### src/rtl/ofs_cal_pkg.sv
package ofs_cal_pkg;

  typedef enum logic [1:0] {
    PH_IDLE = 2'd0,
    PH_QUAL = 2'd1,
    PH_WIN  = 2'd2,
    PH_REST = 2'd3
  } cal_phase_t;

  // entry condition: input below threshold, and line idle low unless overridden
  function automatic logic f_gate_ok(input logic below_thr,
                                     input logic line_hi,
                                     input logic ovr);
    return below_thr && (ovr || !line_hi);
  endfunction

  // a limit is reached on the tick that finds the counter at the limit value
  function automatic logic f_limit_hit(input logic        tick,
                                       input logic [31:0] cnt,
                                       input logic [31:0] lim);
    return tick && (cnt == lim);
  endfunction

endpackage

### src/rtl/ofs_cal_cfg.sv
module ofs_cal_cfg (
  input  logic clk,
  input  logic rst_n,
  input  logic wr_stb,
  input  logic wr_cal_en,
  input  logic wr_ovr,
  input  logic done_evt,
  output logic cal_en,
  output logic ovr_en
);

  // completion clears both bits; it outranks a host write in the same cycle
  always_ff @(posedge clk or negedge rst_n) begin
    if (!rst_n) begin
      cal_en <= 1'b0;
      ovr_en <= 1'b0;
    end else if (done_evt) begin
      cal_en <= 1'b0;
      ovr_en <= 1'b0;
    end else if (wr_stb) begin
      cal_en <= wr_cal_en;
      ovr_en <= wr_ovr;
    end
  end

  AST_EN_CLEAR_SOURCE: assert property (@(posedge clk) disable iff (!rst_n)
    $fell(cal_en) |-> ($past(done_evt) || $past(wr_stb && !wr_cal_en)));

  AST_OVR_CLEAR_SOURCE: assert property (@(posedge clk) disable iff (!rst_n)
    $fell(ovr_en) |-> ($past(done_evt) || $past(wr_stb && !wr_ovr)));

endmodule

### src/rtl/ofs_cal_timer.sv
module ofs_cal_timer #(
  parameter int CNT_W   = 12,
  parameter int CNT_MAX = 3600
) (
  input  logic             clk,
  input  logic             rst_n,
  input  logic             clr,
  input  logic             tick,
  output logic [CNT_W-1:0] cnt
);

  localparam logic [CNT_W-1:0] CNT_TOP = CNT_W'(CNT_MAX);

  logic at_top;
  assign at_top = (cnt == CNT_TOP);

  always_ff @(posedge clk or negedge rst_n) begin
    if (!rst_n) begin
      cnt <= '0;
    end else if (clr) begin
      cnt <= '0;
    end else if (tick && !at_top) begin
      cnt <= cnt + 1'b1;
    end
  end

  AST_CNT_BOUND: assert property (@(posedge clk) disable iff (!rst_n)
    cnt <= CNT_TOP);

endmodule

### src/rtl/ofs_cal_fsm.sv
module ofs_cal_fsm
  import ofs_cal_pkg::*;
#(
  parameter int QUAL_TICKS = 10,
  parameter int WIN_TICKS  = 3600,
  parameter int CNT_W      = 12
) (
  input  logic             clk,
  input  logic             rst_n,
  input  logic             cal_en,
  input  logic             ovr_en,
  input  logic             line_hi,
  input  logic             below_thr,
  input  logic             tick,
  input  logic [CNT_W-1:0] cnt,
  output cal_phase_t       phase,
  output logic             tmr_clr,
  output logic             done_evt
);

  localparam logic [31:0] QUAL_LIM = 32'(QUAL_TICKS);
  localparam logic [31:0] WIN_LIM  = 32'(WIN_TICKS - 1);

  cal_phase_t phase_nx;
  logic       gate_ok;
  logic       in_run;
  logic       qual_hit;
  logic       win_hit;
  logic       abort_evt;

  assign gate_ok   = cal_en && f_gate_ok(below_thr, line_hi, ovr_en);
  assign in_run    = (phase == PH_QUAL) || (phase == PH_WIN);
  assign qual_hit  = f_limit_hit(tick, 32'(cnt), QUAL_LIM);
  assign win_hit   = f_limit_hit(tick, 32'(cnt), WIN_LIM);
  assign abort_evt = in_run && !gate_ok;
  assign done_evt  = (phase == PH_WIN) && gate_ok && win_hit;
  assign tmr_clr   = (phase == PH_IDLE) || (phase == PH_REST) || abort_evt ||
                     ((phase == PH_QUAL) && qual_hit);

  always_comb begin
    phase_nx = phase;
    unique case (phase)
      PH_IDLE: if (gate_ok) phase_nx = PH_QUAL;
      PH_QUAL: begin
        if (!gate_ok)      phase_nx = PH_IDLE;
        else if (qual_hit) phase_nx = PH_WIN;
      end
      PH_WIN: begin
        if (!gate_ok)     phase_nx = PH_IDLE;
        else if (win_hit) phase_nx = PH_REST;
      end
      PH_REST: if (line_hi) phase_nx = PH_IDLE;
      default: phase_nx = PH_IDLE;
    endcase
  end

  always_ff @(posedge clk or negedge rst_n) begin
    if (!rst_n) phase <= PH_IDLE;
    else        phase <= phase_nx;
  end

  AST_WIN_AFTER_QUAL: assert property (@(posedge clk) disable iff (!rst_n)
    $rose(phase == PH_WIN) |-> $past(phase == PH_QUAL));

  AST_ABORT_ON_THRESHOLD: assert property (@(posedge clk) disable iff (!rst_n)
    (in_run && !below_thr) |=> (phase == PH_IDLE));

  AST_ABORT_ON_LINE: assert property (@(posedge clk) disable iff (!rst_n)
    (in_run && line_hi && !ovr_en) |=> (phase == PH_IDLE));

  AST_NO_START_DISARMED: assert property (@(posedge clk) disable iff (!rst_n)
    ((phase == PH_IDLE) && !cal_en) |=> (phase == PH_IDLE));

  AST_NO_TICK_NO_ADVANCE: assert property (@(posedge clk) disable iff (!rst_n)
    ((phase == PH_QUAL) && cal_en && below_thr && !line_hi && !tick)
      |=> (phase == PH_QUAL));

  AST_REST_HOLD: assert property (@(posedge clk) disable iff (!rst_n)
    ((phase == PH_REST) && !line_hi) |=> (phase == PH_REST));

  AST_REST_EXIT: assert property (@(posedge clk) disable iff (!rst_n)
    ((phase == PH_REST) && line_hi) |=> (phase == PH_IDLE));

endmodule

### src/rtl/ofs_cal_seq.sv
module ofs_cal_seq
  import ofs_cal_pkg::*;
#(
  parameter int OFS_W      = 8,
  parameter int QUAL_TICKS = 10,
  parameter int WIN_TICKS  = 3600
) (
  input  logic             clk,
  input  logic             rst_n,
  input  logic             tick,
  input  logic             wr_stb,
  input  logic             wr_cal_en,
  input  logic             wr_ovr,
  input  logic             line_hi,
  input  logic             below_thr,
  input  logic [OFS_W-1:0] meas_ofs,
  output logic [OFS_W-1:0] ofs_q,
  output logic             cal_en,
  output logic             ovr_en,
  output logic             low_pwr,
  output logic             cal_active
);

  localparam int CNT_W = $clog2(WIN_TICKS + 1);

  cal_phase_t       phase;
  logic             tmr_clr;
  logic             done_evt;
  logic [CNT_W-1:0] sec_cnt;

  ofs_cal_cfg u_cfg (
    .clk       (clk),
    .rst_n     (rst_n),
    .wr_stb    (wr_stb),
    .wr_cal_en (wr_cal_en),
    .wr_ovr    (wr_ovr),
    .done_evt  (done_evt),
    .cal_en    (cal_en),
    .ovr_en    (ovr_en)
  );

  ofs_cal_timer #(
    .CNT_W   (CNT_W),
    .CNT_MAX (WIN_TICKS)
  ) u_timer (
    .clk   (clk),
    .rst_n (rst_n),
    .clr   (tmr_clr),
    .tick  (tick),
    .cnt   (sec_cnt)
  );

  ofs_cal_fsm #(
    .QUAL_TICKS (QUAL_TICKS),
    .WIN_TICKS  (WIN_TICKS),
    .CNT_W      (CNT_W)
  ) u_fsm (
    .clk       (clk),
    .rst_n     (rst_n),
    .cal_en    (cal_en),
    .ovr_en    (ovr_en),
    .line_hi   (line_hi),
    .below_thr (below_thr),
    .tick      (tick),
    .cnt       (sec_cnt),
    .phase     (phase),
    .tmr_clr   (tmr_clr),
    .done_evt  (done_evt)
  );

  // offset register: written only by a completed window
  always_ff @(posedge clk or negedge rst_n) begin
    if (!rst_n)        ofs_q <= '0;
    else if (done_evt) ofs_q <= meas_ofs;
  end

  assign low_pwr    = (phase == PH_REST);
  assign cal_active = (phase == PH_WIN);

  AST_OFS_ONLY_ON_DONE: assert property (@(posedge clk) disable iff (!rst_n)
    !$stable(ofs_q) |-> $past(done_evt));

  AST_DONE_CLEARS_AND_RESTS: assert property (@(posedge clk) disable iff (!rst_n)
    done_evt |=> (!cal_en && !ovr_en && low_pwr));

  AST_REST_EXCLUSIVE: assert property (@(posedge clk) disable iff (!rst_n)
    !(low_pwr && cal_active));

endmodule

### config.mk
export PLATFORM = sky130hd
export DESIGN_NAME = ofs_cal_seq
export DESIGN_NICKNAME = d
export VERILOG_FILES = /design/src/rtl/ofs_cal_pkg.sv /design/src/rtl/ofs_cal_cfg.sv /design/src/rtl/ofs_cal_timer.sv /design/src/rtl/ofs_cal_fsm.sv /design/src/rtl/ofs_cal_seq.sv
export SDC_FILE = /design/constraint.sdc
export NUM_CORES = 1
export LEC_CHECK = 0
export BUFFER_PORTS_ARGS = -buffer_cell sky130_fd_sc_hd__buf_2
export CORE_MARGIN = 2
export CORE_UTILIZATION = 60
export CTS_BUF_LIST = sky130_fd_sc_hd__clkbuf_8
export DETAILED_ROUTE_END_ITERATION = 12
export GPL_TIMING_DRIVEN = 0
export HOLD_SLACK_MARGIN = 0.1
export PLACE_DENSITY_LB_ADDON = 0.12
export SYNTH_ARGS = -nofsm -noshare
export SYNTH_HDL_FRONTEND = slang
export SYNTH_SLANG_ARGS = --single-unit
### constraint.sdc
create_clock -name clk -period 3.72 [get_ports clk]
set_input_delay 0.186 -clock clk [delete_from_list [all_inputs] [get_ports clk]]
set_output_delay 0.186 -clock clk [all_outputs]
set_load 0.05 [all_outputs]
# == Yosys cells after proc, flatten, opt, wreduce, memory -nomap -nowiden ==
# Index checks and enable logic that the tools add are counted.
# classes
n_addsub,1
mul,0
n_div,0
order_cmp,0
eq_ne,10
shift,0
muxes,13
bitwise,0
n_reduce_logical,21
# op_table
operator,count
"12-bit equality test, second input constant",2
12-bit two-way mux,2
"12-bit by 1-bit adder with 12-bit output, second input constant",1
"12-bit by 4-bit equality test with 1-bit output, second input constant",1
2-bit two-way mux,6
1-bit logical AND,9
2-bit one-hot mux with 4 select lines,1
"3-bit inequality test, second input constant",2
1-bit logical OR,5
"2-bit equality test, second input constant",2
1-bit two-way mux,4
4-bit AND reduction,1
2-bit nonzero test,2
1-bit zero test,3
"2-bit by 1-bit equality test with 1-bit output, second input constant",1
2-bit zero test,1
"2-bit by 1-bit inequality test with 1-bit output, second input constant",1
"2-bit inequality test, second input constant",1
# totals
regBits,24
latch_bits,0
mem_bits_rw,0
rom_bits,0
inputBits,16
output_inout_bits,12
elab_cells,50
n_memories,0

# == Logic depth before layout (Yosys ltp) ==
# Gate-level depths: netlist of the first run.
# logic_depth
word_depth,9
ltp_mapped,8
ltp_nobuf,7

# == Hierarchy ==
# A second synthesis of the first run with hierarchy kept.
# hier_totals
hier_cells,134
area_unflattened_um2,1463.9
# modules_own_cells
mod,n_inst,cells_each,area_each_um2
ofs_cal_timer,1,77,755.7
ofs_cal_seq,1,19,344.1
ofs_cal_fsm,1,32,286.5
ofs_cal_cfg,1,6,77.6

# == Worst setup path after synthesis of the first run ==
# Ideal clock, no wire load.
# synth_timing
path_type,flip-flop to flip-flop
start,reg u_fsm.phase[0]
end,reg ofs_q[0]
setup_time_ps,125
t_arrival_ps,1790
t_required_ps,3595
setup_slack_ps,1805
path_stages_with_launch,6
path_buffers,0
path_cell_list,dfrtp_1 -> inv_1 -> ha_1 -> nand2_1 -> nor2_4 -> mux2_2
# synth_between
elab_chain_cells,3
# synth_rtl
item,line_no,source
from (decl),ofs_cal_fsm.sv:16,"output cal_phase_t phase,"
from (signal assigned),ofs_cal_fsm.sv:59,else phase <= phase_nx;
2-bit equality test,--,
net cal_active,ofs_cal_seq.sv:21,output logic cal_active
1-bit logical AND (2 in a row),ofs_cal_fsm.sv:36,assign done_evt = (phase == PH_WIN) && gate_ok && win_hit;
to (signal assigned),ofs_cal_seq.sv:74,else if (done_evt) ofs_q <= meas_ofs;
to (decl),ofs_cal_seq.sv:17,"output logic [OFS_W-1:0] ofs_q,"
# The timed path passes the listed nets, and every way through them passes these cells.
# A chain may end at the register's enable or synchronous reset.

# == Worst setup path after layout of the first run ==
# layout_timing
start,reg u_timer.cnt[9]
end,reg u_timer.cnt[4]
# layout_between
elab_chain_cells,5
elab_cells_between_ends,9
# layout_rtl
item,line_no,source
from (decl),ofs_cal_timer.sv:9,output logic [CNT_W-1:0] cnt
from (signal assigned),ofs_cal_timer.sv:23,cnt <= cnt + 1'b1;
12-bit by 4-bit equality test with 1-bit output,ofs_cal_pkg.sv:21,return tick && (cnt == lim);
1-bit logical AND,ofs_cal_pkg.sv:21,
1-bit logical AND,ofs_cal_fsm.sv:38,((phase == PH_QUAL) && qual_hit);
1-bit logical OR,ofs_cal_fsm.sv:37,assign tmr_clr = (phase == PH_IDLE) || (phase == PH_REST) || abort_evt ||
12-bit two-way mux or 2-bit nonzero test (tied branches),--,
# Parallel ways exist; a longest one is shown, timed or not.

==> impl_metrics.yaml, run 1 <==
grt:
  grt_max_degree: 25
  grt_pass1_vias: 945
  grt.total_usage_pct: 21.28
  antenna_found_initial: 0
  grt_pass1_wl_um: 4077
  grt_remaining_overflow: 0
sta:
  fin_crit_ns: 2.030
  fin_crit_sh_pct: 54.57
  hold_viol_final: 0
  fmax_mhz: 492.6
  relSlewSlack_pct: 65.34
  finClkSkew_ns: 0.006641
  rsz0062_at_grt: "false"
  setup_tns_ns: 0
  worst_hold_slack_ns: 0.1465
  slew_viol_final: 0
  worst_pin_slew_ns: 0.5199
  setup_viol: 0
yosys:
  syn_nets: 147
  ys_ff_latch: 24
  netlist_instances: 123
  async_flop_share_pct: 100.0
  syn_area_per_cell_um2: 10.47
  synth_top_area_share_pct: 46.65
  yosysWarnings: 0
  synth_edf_count: 0
  synth-main-ff-cell: "dfrtp_1"
  yosys-top-cells-area: "dfrtp_1, ha_1, mux2_2, nor2_1, xor2_1"
  synthDistinctLibCells: 34
  yosysTopAreaCell: "dfrtp_1"
  synth_area_um2: 1287
  ys_seq_area_share_pct: 46.65
detailed_routing:
  drc: 0
  detail_route.iter0.violations: 25
  drt-wirelength-per-cell_um: 13.37
  avgViaCountPerCell: 5.473
  drt_wl_total_um: 2434
  drtAntennaViolNets: 0
  highest_layer: "met4"
  first_pass_iters: 4
  num_vias: 996
  dr_wl_met3_um: 85
  wl_met2_um: 1188
  wl_met1_um: 1112
setup_path:
  cp-start-kind: "flip-flop"
  crit_family: "simple AND/OR/NAND/NOR gates"
  cp_data_arrival_time_ns: 2.18
  slowest_stage: "or4_1"
  path_cells: "or4_1, nor4_1, nand2_1, nand3_1, buf_2, nor2_1"
  crit_buf_inv: 1
  end_kind: "flip-flop"
  max_stage_delay_ns: 0.57
  path_class: "flip-flop to flip-flop"
  worst-path-max-fanout: 10
  required_ns: 3.87
cells_and_area:
  fillers: 148
  nets: 180
  n_antenna_cell: 0
  final_cells: 182
  final-seq-area_um2: 600.6
  layout-drive-gt1-share_pct: 28.39
  post-route-cell-area_um2: 1521
  multiInputGateArea_um2: 659.4
  area_delta_synth_final_pct: 18.17
pwr:
  netSwitchingPower_uw: 153.4
  pwr-share-clk_pct: 31.2
  p_leak_uw: 0.0007374
  p_per_area_nw_per_um2: 370.5
  switching_share_pct: 27.21
  cell_internal_pwr_uw: 410.3
  seqPwrFrac_pct: 49.5
  comb_power_share_pct: 19.4
  peakVddDrop_uv: 299.0
placed_design:
  place_area_um2: 1456
  dp_hpwl_um: 1794
  place_congestion: 0.7632
  dp_cells: 177
  io_buffers: 27
clocking:
  clock_sinks: 24
  clkTransAtPathRegs_ns: 0.08
  hold_buffers: 1
  cts_tree: "done"
  clkLatencyLatePin_ns: 0.27
  cts.path.max_buffers: 2
  cts_inserted_buffers: 3
  post-cts-setup-buffer-count: 0
  cts_max_level: 1
  ctsResizeCount: 0
  root_buffer: "clkbuf_8"
min_path:
  hold_path.class: "input port to flip-flop"
die:
  die_w_um: 50.32
  placementRows: 16
  core_area_um2: 2002
  initial_core_util_pct: 64.31
  fp.dieH_um: 50.32
  dieArea_um2: 2532
  ios: 28
run_status:
  outcome: "completed"
flow_run:
  maxCapViolations: 0
cell type report:
class                           instances  area share (%)
Tap cell                               27           2.220
Inverter                                6           1.480
Multi-Input combinational cell         92           43.34
Buffer                                  1          0.3289
Sequential cell                        24           39.47
Clock buffer                            4           3.618
Timing Repair Buffer                   28           9.539
path summary, 6_finish.rpt:
check | startpoint | end | slack, ns | depth (start not counted)
worst max-delay path | u_timer.cnt[9]$_DFFE_PN0P_ | u_timer.cnt[4]$_DFFE_PN0P_ | 1.69 | 6
worst min-delay path | meas_ofs[4] | ofs_q[4]$_DFFE_PN0P_ | 0.15 | 2
worst max register to register | u_timer.cnt[9]$_DFFE_PN0P_ | u_timer.cnt[4]$_DFFE_PN0P_ | 1.69 | 6
worst min register to register | ofs_q[2]$_DFFE_PN0P_ | ofs_q[2]$_DFFE_PN0P_ | 0.51 | 1
max in group asynchronous | rst_n | ofs_q[1]$_DFFE_PN0P_ | 2.95 | 2
min in group asynchronous | rst_n | u_timer.cnt[5]$_DFFE_PN0P_ | 0.41 | 2
power by group through the flow:
stage / logic, uW / clock network [uW] / registers [uW]
finish: 109 / 176 / 279
floorplan: 69.2 / 0 / 290
CTS: 110 / 178 / 279
global placement: 105 / 0 / 284
global route: 126 / 187 / 281
detailed placement: 108 / 0 / 284
routing by layer:
metal	global-route usage, %	vias to the layer above
met4	8.108	0
met1	28.29	475
met3	3.571	7
li1	-	488
met5	0	-
met2	34.87	26
state kept, by name, summed over array words and instances, names as in the netlist:
| register | flops |
|---|---|
| ofs_q | 8 |
| u_cfg.cal_en | 1 |
| u_cfg.ovr_en | 1 |
| u_fsm.phase | 2 |
| u_timer.cnt | 12 |
per-stage QoR:
stage / power [uW] / utilization [%] / setup WS, ns
4_1_cts: 567.3 / 76.00 / 1.687
5_1_grt: 593.4 / 76.00 / 1.554
3_3_place_gp: 388.4 / 72.75 / 1.723
6_report: 563.7 / 76.00 / 1.690
2_1_floorplan: 359.5 / - / 1.805
3_5_place_dp: 392.6 / 72.75 / 1.713
synthesized netlist by cell type (all sizes together), types with 2 or more instances:
cell type and n:
ha 8, nand3 4, mux2i 2, mux2 8
o21ai 3, xor2 6, and3 3, nand4 2
or3 2, a21oi 2, dfrtp 24, nand2 8
xnor2 5, nor2 23, inv 6
cell usage in the layout, fill, tap and decap left out, drive strengths merged, types with 2 or more instances in the layout:
cell type   n
xnor2       5
or3         2
inv         6
nand2       8
mux2        8
a21oi       2
dfrtp      24
nand4       2
ha          8
and3        3
o21ai       3
nor2       23
clkbuf      4
buf        28
nand3       4
xor2        6
mux2i       2
logic make-up after synthesis:
group,share of synthesized area (%)
AOI/OAI and AO/OA,7.192
xor gates and xnor gates,7.483
adders and majority gates,7.775
buffers and inverters,2.138
DFF,46.65
muxes,8.552
and+or+nand+nor,20.21
(Power assumes the default switching activity.)
==> run 2: changes to the inputs <==
--- a/config.mk
+++ b/config.mk
@@ -7,7 +7,7 @@
 export LEC_CHECK = 0
 export BUFFER_PORTS_ARGS = -buffer_cell sky130_fd_sc_hd__buf_2
 export CORE_MARGIN = 2
-export CORE_UTILIZATION = 60
+export CORE_UTILIZATION = 55
 export CTS_BUF_LIST = sky130_fd_sc_hd__clkbuf_8
 export DETAILED_ROUTE_END_ITERATION = 12
 export GPL_TIMING_DRIVEN = 0
==> constraint.sdc (replaced) <==
create_clock -name clk -period 2.05 [get_ports clk]
set_input_delay 0.1025 -clock clk [delete_from_list [all_inputs] [get_ports clk]]
set_output_delay 0.1025 -clock clk [all_outputs]
set_load 0.05 [all_outputs]
==> impl_metrics.yaml, run 2 (synthesis gave the netlist of run 1 again) <==
run_status:
  outcome: "completed"
sta:
  hold_viol_final: 0
  worst_pin_slew_ns: 0.5310
  fin_crit_ns: 1.960
  setup_viol: 0
  slew_viol_final: 0
  fmax_mhz: 510.1
  finClkSkew_ns: 0.007719
  setup_tns_ns: 0
  fin_crit_sh_pct: 95.62
  relSlewSlack_pct: 64.60
  rsz0062_at_grt: "false"
pwr:
  p_leak_uw: 0.0007804
  p_per_area_nw_per_um2: 605.4
  peakVddDrop_uv: 614.7
  netSwitchingPower_uw: 279.1
  cell_internal_pwr_uw: 716.3
  comb_power_share_pct: 21.4
  switching_share_pct: 28.04
  pwr-share-clk_pct: 27.7
  seqPwrFrac_pct: 50.9
clocking:
  cts_inserted_buffers: 3
  cts_tree: "done"
  cts_max_level: 1
  clock_sinks: 24
  clkTransAtPathRegs_ns: 0.08
  cts.path.max_buffers: 2
  root_buffer: "clkbuf_8"
  clkLatencyLatePin_ns: 0.27
setup_path:
  reg2reg_depth: 5
  cp_data_arrival_time_ns: 2.11
  required_ns: 2.20
  worst-path-max-fanout: 10
  cp-start-kind: "flip-flop"
  regToRegSetupSlack_ns: 0.09
  timing.rr.end: "ofs_q[5]$_DFFE_PN0P_"
  worstReg2RegStart: "u_timer.cnt[6]$_DFFE_PN0P_"
  path_class: "flip-flop to flip-flop"
  end_kind: "flip-flop"
detailed_routing:
  drtAntennaViolNets: 0
  first_pass_iters: 4
  drt-wirelength-per-cell_um: 13.41
  drt_wl_total_um: 2589
  avgViaCountPerCell: 5.337
  num_vias: 1030
  detail_route.iter0.violations: 21
  drc: 0
cells_and_area:
  multiInputGateArea_um2: 674.4
  final_cell_mix: "buf_2, dfrtp_1, nor2_1"
  top_register: "u_timer.cnt"
  layout-drive-gt1-share_pct: 27.27
  mostFrequentLayoutCell: "buf_2"
  final_cells: 193
  fillers: 164
  final-seq-area_um2: 600.6
  nets: 191
  area_delta_synth_final_pct: 27.70
  largest_reg_flops: 12
  reg_top3: "u_timer.cnt (12), ofs_q (8), u_fsm.phase (2)"
  n_antenna_cell: 0
  final_util_pct: 74.32
die:
  initial_core_util_pct: 58.20
  ios: 28
  placementRows: 17
  core_area_um2: 2212
  die_w_um: 52.38
  dieArea_um2: 2744
  fp.dieH_um: 52.38
min_path:
  hold_path_startpoint: "wr_stb"
  hold_path.class: "input port to flip-flop"
  hold_depth: 3
  whs_endpoint: "u_cfg.ovr_en$_DFFE_PN0P_"
grt:
  grt_pass1_wl_um: 4595
  grt_remaining_overflow: 0
  grt_pass1_vias: 1061
  grt.total_usage_pct: 22.65
  antenna_found_initial: 0
  grt_max_degree: 25
placed_design:
  io_buffers: 27
  dp_hpwl_um: 1830
  place_congestion: 0.8137
  dp_cells: 178
flow_run:
  maxCapViolations: 0
==> run 2: power by group through the flow <==
stage / logic (uW) / clock network [uW] / registers, uW
final: 213 / 275 / 507
after detailed placement: 195 / 0 / 516
after global placement: 191 / 0 / 515
after floorplan: 126 / 0 / 527
after CTS: 211 / 279 / 507
after global routing: 240 / 294 / 510
==> run 2: worst max path at each step <==
stage,from,end,slack [ns],cells after the start
finish,u_timer.cnt[6]$_DFFE_PN0P_,ofs_q[5]$_DFFE_PN0P_,0.09,5
global route,u_timer.cnt[9]$_DFFE_PN0P_,u_timer.cnt[7]$_DFFE_PN0P_,0.006,6
CTS,u_timer.cnt[9]$_DFFE_PN0P_,u_timer.cnt[3]$_DFFE_PN0P_,0.01,6
detailed placement,u_timer.cnt[9]$_DFFE_PN0P_,u_timer.cnt[3]$_DFFE_PN0P_,0.03,6
global placement,u_timer.cnt[8]$_DFFE_PN0P_,u_timer.cnt[10]$_DFFE_PN0P_,0.03,6
floorplan,u_fsm.phase[0]$_DFFE_PN0P_,ofs_q[0]$_DFFE_PN0P_,0.14,5
==> run 2: repair_timing <==
action / CTS / global route
setup buffers: 0 / 1
endpoints found under the setup margin: 0 / 20
hold buffers: 11 / 0
resized for setup: 0 / 2
hold endpoints to repair: 34 / 0
==> run 2: metrics by stage <==
stage	power, uW	area [um2]	hold slack [ns]	setup WS, ns
after CTS	997.0	1609	0.1349	0.01431
after floorplan	652.3	1287	-0.1931	0.1353
after detailed placement	710.9	1458	0.1136	0.02711
after global routing	1045	1644	0.1505	0.006416
after global placement	706.7	1458	0.1059	0.03495
final	995.4	1644	0.1405	0.08978
==> run 2: cell type report <==
type | count | share of cell area (%)
Multi-Input combinational cell | 92 | 41.02
Tap cell | 28 | 2.131
Clock buffer | 3 | 2.511
Buffer | 1 | 0.3044
Timing Repair Buffer | 39 | 16.13
Inverter | 6 | 1.370
Sequential cell | 24 | 36.53
==> run 2: routing by layer <==
| metal | track usage [%] | wire [um] |
|---|---|---|
| met1 | 30.68 | 1182 |
| met2 | 36.25 | 1294 |
| met3 | 3.714 | 86 |
| met4 | 8.547 | 25 |
| met5 | 0 | 0 |
==> run 2: critical path, stage by stage, from the launching register on <==
cell and delay (ns):
dfrtp_1 0.43, or3_4 0.42, or3_4 0.42, nor2_4 0.11
buf_12 0.14, mux2_2 0.33
